--- config.mk ---
export PLATFORM = sky130hd
export DESIGN_NAME = dither_pwm
export DESIGN_NICKNAME = d
export VERILOG_FILES = /design/src/rtl/dpwm_pkg.sv /design/src/rtl/dpwm_tri_cnt.sv /design/src/rtl/dpwm_level.sv /design/src/rtl/dpwm_dither.sv /design/src/rtl/dither_pwm.sv
export SDC_FILE = /design/constraint.sdc
export NUM_CORES = 1
export LEC_CHECK = 0
export ABC_CLOCK_PERIOD_IN_PS = 3300
export BUFFER_PORTS_ARGS = -buffer_cell sky130_fd_sc_hd__buf_2
export CAP_MARGIN = 0
export CORE_MARGIN = 2
export CORE_UTILIZATION = 30
export DETAILED_ROUTE_END_ITERATION = 10
export SLEW_MARGIN = 20
export SYNTH_ARGS = -nofsm -noshare
export SYNTH_HDL_FRONTEND = slang
export SYNTH_SLANG_ARGS = --single-unit
--- constraint.sdc ---
create_clock -name clk_i -period 3.3 [get_ports clk_i]
set_input_delay 0.495 -clock clk_i [delete_from_list [all_inputs] [get_ports clk_i]]
set_output_delay 0.495 -clock clk_i [all_outputs]
set_load 0.03 [all_outputs]
--- src/rtl/dpwm_pkg.sv ---
package dpwm_pkg;
  localparam int unsigned DUTY_W_DEF = 8;
  localparam int unsigned FRAC_W_DEF = 7;

  typedef enum logic {
    DIR_DOWN = 1'b0,
    DIR_UP   = 1'b1
  } dir_e;
endpackage

--- src/rtl/dpwm_tri_cnt.sv ---
module dpwm_tri_cnt
  import dpwm_pkg::*;
#(
  parameter int unsigned CNT_W = DUTY_W_DEF
) (
  input  logic             clk_i,
  input  logic             rst_ni,
  input  logic             phase_rst_i,
  output logic [CNT_W-1:0] cnt_o,
  output logic             bottom_o
);
  localparam logic [CNT_W-1:0] CNT_MAX = {CNT_W{1'b1}};

  logic [CNT_W-1:0] cnt_q;
  dir_e             dir_q;

  always_ff @(posedge clk_i or negedge rst_ni) begin
    if (!rst_ni) begin
      cnt_q <= '0;
      dir_q <= DIR_UP;
    end else if (phase_rst_i) begin
      cnt_q <= '0;
      dir_q <= DIR_UP;
    end else if (dir_q == DIR_UP) begin
      if (cnt_q == CNT_MAX) begin
        dir_q <= DIR_DOWN;
        cnt_q <= CNT_MAX - CNT_W'(1);
      end else begin
        cnt_q <= cnt_q + CNT_W'(1);
      end
    end else begin
      if (cnt_q == '0) begin
        dir_q <= DIR_UP;
        cnt_q <= CNT_W'(1);
      end else begin
        cnt_q <= cnt_q - CNT_W'(1);
      end
    end
  end

  assign cnt_o    = cnt_q;
  assign bottom_o = (cnt_q == '0);


  step_chk: assert property (@(posedge clk_i) disable iff (!rst_ni)
    !phase_rst_i |=> (cnt_q == $past(cnt_q) + CNT_W'(1)) ||
                     (cnt_q == $past(cnt_q) - CNT_W'(1)));


  phase_chk: assert property (@(posedge clk_i) disable iff (!rst_ni)
    phase_rst_i |=> (cnt_q == '0) && (dir_q == DIR_UP));
endmodule

--- src/rtl/dpwm_level.sv ---
module dpwm_level
  import dpwm_pkg::*;
#(
  parameter int unsigned DUTY_W = DUTY_W_DEF,
  parameter int unsigned FRAC_W = FRAC_W_DEF
) (
  input  logic                     clk_i,
  input  logic                     rst_ni,
  input  logic [DUTY_W+FRAC_W-1:0] level_i,
  output logic [DUTY_W-1:0]        base_o,
  output logic [FRAC_W-1:0]        frac_o,
  output logic                     wr_o
);
  localparam int unsigned LVL_W = DUTY_W + FRAC_W;
  localparam logic [LVL_W-1:0] LVL_MAX = {{DUTY_W{1'b1}}, {FRAC_W{1'b0}}};

  logic [LVL_W-1:0] lvl_sat;
  logic [LVL_W-1:0] lvl_q;

  assign lvl_sat = (level_i > LVL_MAX) ? LVL_MAX : level_i;
  assign wr_o    = (lvl_sat != lvl_q);
  assign base_o  = lvl_sat[LVL_W-1:FRAC_W];
  assign frac_o  = lvl_sat[FRAC_W-1:0];

  always_ff @(posedge clk_i or negedge rst_ni) begin
    if (!rst_ni) lvl_q <= '0;
    else         lvl_q <= lvl_sat;
  end


  sat_chk: assert property (@(posedge clk_i) disable iff (!rst_ni)
    (base_o == {DUTY_W{1'b1}}) |-> (frac_o == '0));
endmodule

--- src/rtl/dpwm_dither.sv ---
module dpwm_dither
  import dpwm_pkg::*;
#(
  parameter int unsigned DUTY_W = DUTY_W_DEF,
  parameter int unsigned FRAC_W = FRAC_W_DEF
) (
  input  logic              clk_i,
  input  logic              rst_ni,
  input  logic              en_i,
  input  logic              bottom_i,
  input  logic              wr_i,
  input  logic [DUTY_W-1:0] base_i,
  input  logic [FRAC_W-1:0] frac_i,
  output logic [DUTY_W-1:0] duty_o
);
  logic [DUTY_W-1:0] duty_q;
  logic [DUTY_W-1:0] nxt_q;
  logic [FRAC_W-1:0] acc_q;
  logic [FRAC_W:0]   sum;

  assign sum = {1'b0, acc_q} + {1'b0, frac_i};

  always_ff @(posedge clk_i or negedge rst_ni) begin
    if (!rst_ni) begin
      duty_q <= '0;
      nxt_q  <= '0;
      acc_q  <= '0;
    end else if (wr_i) begin
      duty_q <= base_i;
      nxt_q  <= base_i;
    end else if (bottom_i && en_i) begin
      // load first, then compute the value for the following period
      duty_q <= nxt_q;
      nxt_q  <= base_i + DUTY_W'(sum[FRAC_W]);
      acc_q  <= sum[FRAC_W-1:0];
    end
  end

  assign duty_o = duty_q;


  duty_hold_chk: assert property (@(posedge clk_i) disable iff (!rst_ni)
    (!bottom_i && !wr_i) |=> $stable(duty_q));


  wr_load_chk: assert property (@(posedge clk_i) disable iff (!rst_ni)
    wr_i |=> (duty_q == $past(base_i)) && (nxt_q == $past(base_i)) && $stable(acc_q));


  nxt_range_chk: assert property (@(posedge clk_i) disable iff (!rst_ni)
    !wr_i |-> (nxt_q == base_i) || (nxt_q == base_i + DUTY_W'(1)));


  en_freeze_chk: assert property (@(posedge clk_i) disable iff (!rst_ni)
    (!en_i && !wr_i) |=> $stable(duty_q) && $stable(nxt_q) && $stable(acc_q));
endmodule

--- src/rtl/dither_pwm.sv ---
module dither_pwm
  import dpwm_pkg::*;
#(
  parameter int unsigned DUTY_W = DUTY_W_DEF,
  parameter int unsigned FRAC_W = FRAC_W_DEF
) (
  input  logic                     clk_i,
  input  logic                     rst_ni,
  input  logic [DUTY_W+FRAC_W-1:0] level_i,
  input  logic                     mod_en_i,
  input  logic                     phase_rst_i,
  output logic                     pwm_o,
  output logic                     period_o,
  output logic [DUTY_W-1:0]        duty_o
);
  logic [DUTY_W-1:0] cnt;
  logic              bottom;
  logic [DUTY_W-1:0] base;
  logic [FRAC_W-1:0] frac;
  logic              wr;
  logic [DUTY_W-1:0] duty;

  dpwm_tri_cnt #(.CNT_W(DUTY_W)) u_cnt (
    .clk_i      (clk_i),
    .rst_ni     (rst_ni),
    .phase_rst_i(phase_rst_i),
    .cnt_o      (cnt),
    .bottom_o   (bottom)
  );

  dpwm_level #(.DUTY_W(DUTY_W), .FRAC_W(FRAC_W)) u_lvl (
    .clk_i  (clk_i),
    .rst_ni (rst_ni),
    .level_i(level_i),
    .base_o (base),
    .frac_o (frac),
    .wr_o   (wr)
  );

  dpwm_dither #(.DUTY_W(DUTY_W), .FRAC_W(FRAC_W)) u_dith (
    .clk_i   (clk_i),
    .rst_ni  (rst_ni),
    .en_i    (mod_en_i),
    .bottom_i(bottom),
    .wr_i    (wr),
    .base_i  (base),
    .frac_i  (frac),
    .duty_o  (duty)
  );

  // non-inverted: high below compare
  assign pwm_o    = mod_en_i && (cnt < duty);
  assign period_o = bottom;
  assign duty_o   = duty;


  full_off_chk: assert property (@(posedge clk_i) disable iff (!rst_ni)
    (duty_o == '0) |-> !pwm_o);
endmodule

==> results by stage, run 1 <==
Finish:
- The post-route core utilization is 35.5%.
- After routing the design area is 0.00347 sq mm.
- The fraction of layout cells with a size suffix above 1 is 24.6%.
- Compared with the post-synthesis result, the final layout area differs by 14.8%.
- After the last flow step, the layout net total stands at 384.
- The count of inserted antenna diode cells is 0.

Logic synthesis:
- Summed over its instances, the top area cell type makes up 38.0% of the synthesized netlist area.
- The Yosys step of the flow raised 0 warnings.
- Summing the sequential cell areas from Yosys gives 38.9% of the chip area.
- The mapped netlist covers 0.00303 sq mm.
- Summed over all instances, the cell type with the most area after synthesis is sky130_fd_sc_hd__dfrtp_1.
- The most frequently used flop master after synthesis is sky130_fd_sc_hd__dfrtp_1.
- Yosys attributes the largest share of cell area to sky130_fd_sc_hd__dfrtp_1, sky130_fd_sc_hd__ha_1, sky130_fd_sc_hd__xnor2_1.
- After synthesis, the share of flip-flops with an asynchronous set or reset is 100%.
- In this run the mean area of a mapped cell was 9.79 sq um.
- The synthesized design contains 0 enable-type register cells.
- Counting flops and latches in the post-synthesis netlist gives 47.
- The synthesized netlist cell count is 309.
- The synthesized netlist contains 56 unique library cells.
- Synthesis produced a netlist with a net count of 348.

Hold path:
- The type of the worst min-delay path is in2async.

Floorplan:
- 29 I/O pins were placed.
- The die covers 0.0109 sq mm.
- The x dimension of the die is 104 um.
- The total area inside the core boundary comes to 0.00977 sq mm.
- The effective utilization at floorplan is 31.0%.
- The placement row count is 36.
- The die is 104 um tall.

Critical path:
- The critical setup path kind is in2reg.
- The signal on the critical path passes through buf_2 > nand4_4 > nor2_1 > nor2b_1 > ha_1 > nand2_1 > o211ai_1 > a21oi_1 > nor2b_1 > o21ai_0 > nand2b_1 > ha_1 > ha_1 > nand2_1 > nor2_1 > o22ai_1 > nor2_1 > a2bb2oi_1.
- Measured in cells, the most critical reg-to-reg path has a length of 5.
- The element type at the critical path end is a flip-flop.
- The setup check on the worst reg-to-reg path leaves a slack of 0.81 ns.
- STA classifies the critical path startpoint as an input port.
- The biggest cell delay along the critical path is 0.36 ns.
- The reg-to-reg critical path startpoint is u_cnt.cnt_o[4].
- Tracing the worst setup path back leads to its startpoint at level_i[14].
- The cell at the slowest stage of the critical path is sky130_fd_sc_hd__ha_1.
- In this run the critical register-to-register path is captured at u_dith.acc_q[6].
- In this run the worst path has a maximum fanout of 5.
- The capture point of the critical path is u_dith.nxt_q[6].
- At the worst endpoint, the required time is 3.47 ns.
- The arrival time of the worst setup path is 2.99 ns.

CTS:
- The hold buffer count at CTS is 0.
- At the later pin of the worst-skew pair, clock insertion delay measures 0.30 ns.
- The cell at the root of the clock tree is sky130_fd_sc_hd__clkbuf_8.
- TritonCTS built the clock tree.
- The total setup buffers inserted after CTS is 0.
- The maximum number of buffers from clock root to sink is 2.
- The total of cells resized after clock tree synthesis is 0.
- The clock input transition at the sequential cells of the worst setup and hold paths is 0.09 ns.
- The number of buffers created by CTS is 5.
- The TritonCTS sink count is 47.
- In this run the number of H-tree levels came out at 2.

Pwr:
- The leakage power summed over all cells is 0.00155 uW.
- The relative contribution of the clock network to total power is 31.5%.
- The share of total power consumed by net switching is 29.0%.
- The power per cell area is 348 mW/mm^2.
- Sequential cells burn 50.9% of the power.
- Combinational logic is responsible for 17.7% of the overall power.
- The worst-case IR drop observed on VDD is 141 uV.
- The internal power component is 858 uW.
- The switching power is 351 uW.

Timing:
- The pin slew with the least headroom to its limit is 0.780 ns.
- The worst path in the final design needs a cycle of 2.82 ns, including I/O delays and setup.
- The max-slew violation total from the final report is 0.
- Setup repair after global routing left no endpoint under its margin.
- The worst-case headroom to the max-slew limit is 48.0%.
- Between clock sinks in the finished design, the worst skew comes to 0.0185 ns.
- The setup slack after layout is 0.478 ns.
- The number of hold-slack violations in the final timing report is 0.
- On the final layout, the worst hold slack is 0.262 ns.
- The worst path uses 85.5% of the clock period.
- The achievable clock frequency is 354 MHz.
- Summed over all failing endpoints, the final setup total negative slack is 0 ns.
- The final setup violation count is 0.

Detailed routing:
- The number of remaining DRC errors is 0.
- Once detail routing completed, the nets flagged for antenna violations numbered 0.
- The detailed-route wire length is 6.59 mm.
- After detailed routing, the average wire length per cell comes to 13.8 um.
- The routed layout has 2291 vias.
- The detailed-route vias per instance is 4.78.
- The pre-antenna-repair detailed-routing pass consisted of 4 iterations.
- The detailed router finished its first iteration with 73 violations.

Global routing:
- Global routing used 13.0% of the available tracks across all layers.
- The pin count of the biggest net entering global routing is 34.
- The overflow left after global routing is 0.
- The via count of the first global-routing pass came to 2365.
- The number of antenna violations at the first check in global routing is 0.
- The first global-routing pass estimated 11.6 mm of wire.

Run:
- The tool flagged a number of max-cap violations equal to 0.

Placed design:
- The congestion estimate from routability-driven global placement came to 0.818.
- The count of buffers added on input and output ports is 28.
- Summing all placed instances gives a cell area of 0.00338 sq mm.
- Detailed placement finished with a half-perimeter wire length of 5.04 mm.
- The minimum setup slack after placement is 0.110 ns.

Outcome:
- The run finished with clean final reports.
[power by group through the flow]
stage                     combinational, uW  sequential, uW  clock, uW
after floorplan                         132             633          0
after global placement                  214             626          0
after detailed placement                217             626          0
after CTS                               218             615        395
after global routing                    242             618        419
final                                   214             615        380
[cells by family after synthesis]
family,Yosys count,synth area share (%)
compound gates,63,14.3
xor+xnor,14,4.30
mux,19,7.65
buf+inv,35,5.33
flops,47,38.9
fa+ha+maj,20,8.52
simple gates,111,21.0
[per-stage QoR]
stage / cells / power (uW)
after CTS: 479 / 1230
final: 479 / 1210
after global routing: 479 / 1280
after detailed placement: 471 / 843
after global placement: 471 / 840
after floorplan: 309 / 765
[worst min-delay path by stage]
stage | end | startpoint | cells after the start | slack, ns
floorplan | u_cnt.cnt_o[0] | rst_ni | 0 | 0.20
global placement | u_dith.acc_q[3] | u_dith.acc_q[3] | 1 | 0.50
detailed placement | u_dith.acc_q[0] | u_dith.acc_q[0] | 1 | 0.50
CTS | u_dith.duty_o[5] | rst_ni | 1 | 0.29
global route | u_cnt.cnt_o[6] | rst_ni | 1 | 0.33
finish | u_dith.duty_o[5] | rst_ni | 1 | 0.26
[cell usage in the layout (no fill, tap or decap), types with 6 or more instances in the layout]
| master | netlist | routed |
|---|---|---|
| sky130_fd_sc_hd__inv_1 | 17 | 17 |
| sky130_fd_sc_hd__dfrtp_1 | 46 | 46 |
| sky130_fd_sc_hd__mux2_4 | 6 | 6 |
| sky130_fd_sc_hd__nor2_1 | 24 | 24 |
| sky130_fd_sc_hd__mux2_2 | 9 | 9 |
| sky130_fd_sc_hd__o21ai_0 | 15 | 15 |
| sky130_fd_sc_hd__clkbuf_8 | 0 | 6 |
| sky130_fd_sc_hd__a21oi_1 | 8 | 8 |
| sky130_fd_sc_hd__nor3_1 | 10 | 10 |
| sky130_fd_sc_hd__xnor2_1 | 13 | 13 |
| sky130_fd_sc_hd__and3_1 | 6 | 6 |
| sky130_fd_sc_hd__nand2_1 | 26 | 26 |
| sky130_fd_sc_hd__nor2b_1 | 15 | 15 |
| sky130_fd_sc_hd__a211oi_1 | 8 | 8 |
| sky130_fd_sc_hd__buf_4 | 1 | 19 |
| sky130_fd_sc_hd__ha_1 | 19 | 19 |
| sky130_fd_sc_hd__buf_2 | 5 | 28 |
| sky130_fd_sc_hd__a2bb2oi_1 | 6 | 6 |
| sky130_fd_sc_hd__o22ai_1 | 6 | 6 |
[layer usage]
metal | GRT usage, % | vias up | share of wire [%]
li1 | - | 1160 | -
met1 | 18.0 | 1098 | 50
met2 | 20.9 | 29 | 46
met3 | 2.51 | 4 | 2.7
met4 | 3.09 | 0 | 0.80
met5 | 0 | - | 0
[Yosys cell counts, drive strengths merged (3+ instances only)]
master   count
a211oi       9
a21o         3
a21oi        8
a2bb2oi      6
a31oi        5
and3         6
buf          9
clkbuf       8
dfrtp       46
ha          19
inv         17
mux2        15
mux2i        4
nand2       26
nand3        5
nand4        6
nor2        26
nor2b       15
nor3        11
o21ai       17
o22ai        6
or2          4
xnor2       13
[flip-flops by register name (all words and copies together), names as in the netlist]
name	count
u_lvl.lvl_q	15
u_cnt.cnt_o	8
u_dith.duty_o	8
u_dith.nxt_q	8
u_dith.acc_q	7
u_cnt.dir_q	1
[area by class of cell]
class / instances / area [sq um]
clock buffer: 6 / 82.6
inverter: 17 / 63.8
sequential: 47 / 1180
clock inverter: 2 / 13.8
tap: 133 / 166
multi-input combinational: 227 / 1690
timing repair buffer: 47 / 283
fill: 1028 / 6300
[worst max-delay path: cells and delay by family]
| kind | cells | cell delay (ns) |
|---|---|---|
| compound gates | 5 | 0.68 |
| simple gates | 9 | 0.90 |
| fa+ha+maj | 3 | 0.79 |
| buf+inv | 1 | 0.13 |
Note: power is estimated with default switching activity, not from simulation.
==> inputs of run 2 (changes only) <==
Settings changed: CTS_BUF_LIST set to sky130_fd_sc_hd__clkbuf_8, PLACE_DENSITY set to 0.5.
==> results by stage, run 2 (synthesized netlist as in run 1, its figures left out) <==
Global routing:
- The overflow left after global routing is 0.
- The global-route usage over all layers is 12.6%.
- The first global-routing pass estimated 11.1 mm of wire.
- The pin count of the biggest net entering global routing is 28.
- The number of antenna violations at the first check in global routing is 0.
- For met2 alone, demand over resource in global routing was 19.9%.
- The global-route layer with the greatest usage is met2.
- The via count of the first global-routing pass is 2204.
- For met3 alone, demand over resource in global routing was 2.38%.
- For this run, global-route usage on met1 was measured as 17.4%.

Floorplan:
- The x dimension of the die is 104 um.
- In this run the core area contains 36 standard-cell rows.
- The effective utilization at floorplan is 31.0%.
- The I/O pin count is 29.
- In this run the standard cell core region covers 0.00977 sq mm.
- The vertical die dimension is 104 um.
- The die covers 0.0109 sq mm.

Detailed routing:
- For this block, the initial DRC count from the detailed router was 72.
- The routed design has 6.51 mm of wire.
- The final route contains 2276 vias.
- The number of remaining DRC errors is 0.
- The count of nets left with antenna violations once routing finished came out at 0.
- In the routed layout, each cell is associated on average with a via count of 4.75.
- The first detailed-routing pass ran for 4 iterations.
- The post-detailed-route wirelength per cell is 13.6 um.

Timing:
- In the finished design, the share of the clock period the worst path needs comes to 85.5%.
- The clock arrives with 0.0199 ns of skew.
- The worst pin sits at a relative slew slack of 57.2%.
- In the final timing run, aggregate negative setup slack is 0 ns.
- The number of hold-slack violations in the final timing report was 0.
- The achievable clock frequency is 354 MHz.
- Setup repair after global routing left no endpoint under its margin.
- Setup violations remaining at the end of the flow were counted as 0.
- The max-slew violation total from the final report came to 0.
- The pin slew with the least headroom to its limit is 0.636 ns.
- The minimum clock period is 2.82 ns.

CTS:
- The source-to-sink clock delay at the later pin of the worst-skew pair is 0.31 ns.
- The longest clock path from root to sink contains 2 buffers.
- The clock input transition at the sequential cells of the worst setup and hold paths is 0.10 ns.
- TritonCTS built the clock tree.
- After clock tree synthesis, the setup repair step added 0 buffers.
- The clock drives 47 sinks.
- CTS built an H-tree with a depth of 2.
- The tree is rooted in a sky130_fd_sc_hd__clkbuf_8.
- The hold buffer count at CTS is 0.
- Counting the buffers created by CTS gives 5.
- The total of cells resized after clock tree synthesis is 0.

Placed design:
- The final RePlAce weighted congestion is 0.823.
- The port buffer count is 28.
- Summed over all nets, the half-perimeter wirelength after detailed placement is 4.96 mm.
- The placement-stage cell area is 0.00338 sq mm.

Critical path:
- In this run the worst setup path begins at level_i[13].
- The element type at the critical path end is a flip-flop.
- The most critical setup path has its endpoint at u_dith.nxt_q[6].
- In this run the critical register-to-register path is launched from u_cnt.cnt_o[4].
- The slowest stage of the critical path is the sky130_fd_sc_hd__ha_1 cell.
- The critical setup path kind is in2reg.
- The register-to-register path setup slack is 0.83 ns.
- The capture point of the worst reg-to-reg path is u_dith.acc_q[5].
- The arrival time of the worst setup path is 3.00 ns.
- The biggest cell delay along the critical path is 0.29 ns.
- In this run the worst path has a maximum fanout of 6.
- The number of cell instances on the worst register-to-register path is 5.
- The cell with the most instances on the worst path is sky130_fd_sc_hd__ha_1.
- Traced cell by cell, the critical path runs through buf_2 > nand4_4 > o21ai_1 > inv_1 > ha_1 > a21oi_1 > o211ai_1 > a21oi_1 > nor2b_1 > o21ai_0 > nand2b_1 > ha_1 > ha_1 > nand2_1 > nor2_1 > o22ai_1 > nor2_1 > a2bb2oi_1.
- The element type at the critical path start is an input port.
- At the worst endpoint, the required time is 3.48 ns.

Pwr:
- The power share of the sequential group is 51.0%.
- The design draws 1210 uW.
- The relative contribution of the clock network to total power is 31.4%.
- Internal power comes to 858 uW.
- Summed over all nets, the switching power comes to 350 uW.
- The combinational fraction of design power is 17.6%.
- Power spread over the standard cell area amounts to 348 mW/mm^2.
- The maximum resistive drop on vdd is 146 uV.
- The share of total power consumed by net switching is 28.9%.
- For this design the static power due to leakage is 0.00155 uW.

Finish:
- Counting the fill cells in the layout gives 1009.
- The combined flip-flop and latch cell area is 0.00118 sq mm.
- The most common cell after layout, fill and taps aside is sky130_fd_sc_hd__dfrtp_1.
- The number of nets in the finished design is 384.
- The finished cells cover 0.00347 sq mm.
- Cells with a size suffix above 1 make up 24.6% of the layout.
- The library cells used most frequently in the layout, excluding fill and tap cells, are sky130_fd_sc_hd__dfrtp_1, sky130_fd_sc_hd__buf_2, sky130_fd_sc_hd__nand2_1, sky130_fd_sc_hd__nor2_1.
- The number of flip-flops under the largest register name is 15.
- In the final layout, the multi-input gates occupy 0.00169 sq mm.
- Counting flops per register, the top entry is u_lvl.lvl_q.
- 0 antenna diodes ended up in the layout.
- The synthesis-to-finish area growth is 14.8%.

Hold path:
- The path class of the tightest hold or removal check is in2async.

Outcome:
- The run finished with clean final reports.

Run:
- Across the run, the number of max-cap violations was 0.
-- run 2: worst min path at each step --
stage                     from              end  slack, ns  cells after the start
3_5_place_dp   u_dith.acc_q[6]  u_dith.acc_q[6]       0.50                      1
3_3_place_gp   u_dith.acc_q[2]  u_dith.acc_q[2]       0.51                      1
6_report                rst_ni   u_cnt.cnt_o[6]       0.20                      1
5_1_grt                 rst_ni   u_cnt.cnt_o[6]       0.23                      1
2_1_floorplan           rst_ni   u_cnt.cnt_o[0]       0.20                      0
4_1_cts                 rst_ni   u_cnt.cnt_o[7]       0.21                      1
-- run 2: power by group through the flow --
stage	Clock (uW)	Combinational (uW)	Sequential, uW
after global routing	419	240	619
after global placement	0	215	627
after floorplan	0	132	633
after detailed placement	0	216	627
final	380	213	615
after CTS	401	218	616
-- run 2: per-stage QoR --
step	setup WS [ns]	utilization, %	instances	hold slack, ns
4_1_cts	0.449	35.5	479	0.210
3_3_place_gp	0.169	34.5	471	0.505
3_5_place_dp	0.124	34.5	471	0.503
6_report	0.479	35.5	479	0.195
5_1_grt	0.158	35.5	479	0.230
2_1_floorplan	0.0677	-	309	0.199
-- run 2: layout make-up --
type	count	area share, %
repair buffers	47	8.14
inverters	17	1.84
clock buffers	6	2.38
multi-input cells	227	48.6
flip-flops and latches	47	33.9
well taps	133	4.79
clock inverters	2	0.396
-- run 2: layer usage --
metal / vias to the layer above / wire length, um
met1: 1079 / 3120
met4: 0 / 103
li1: 1157 / -
met5: - / 0
met3: 9 / 204
met2: 31 / 3080
-- run 2: critical path: cells and delay by family --
family	cells	cell delay, ns
AND/OR/NAND/NOR	6	0.47
adder cells (fa/ha/maj)	3	0.71
buffers and inverters	2	0.21
AO/OA/AOI/OAI	7	1.12
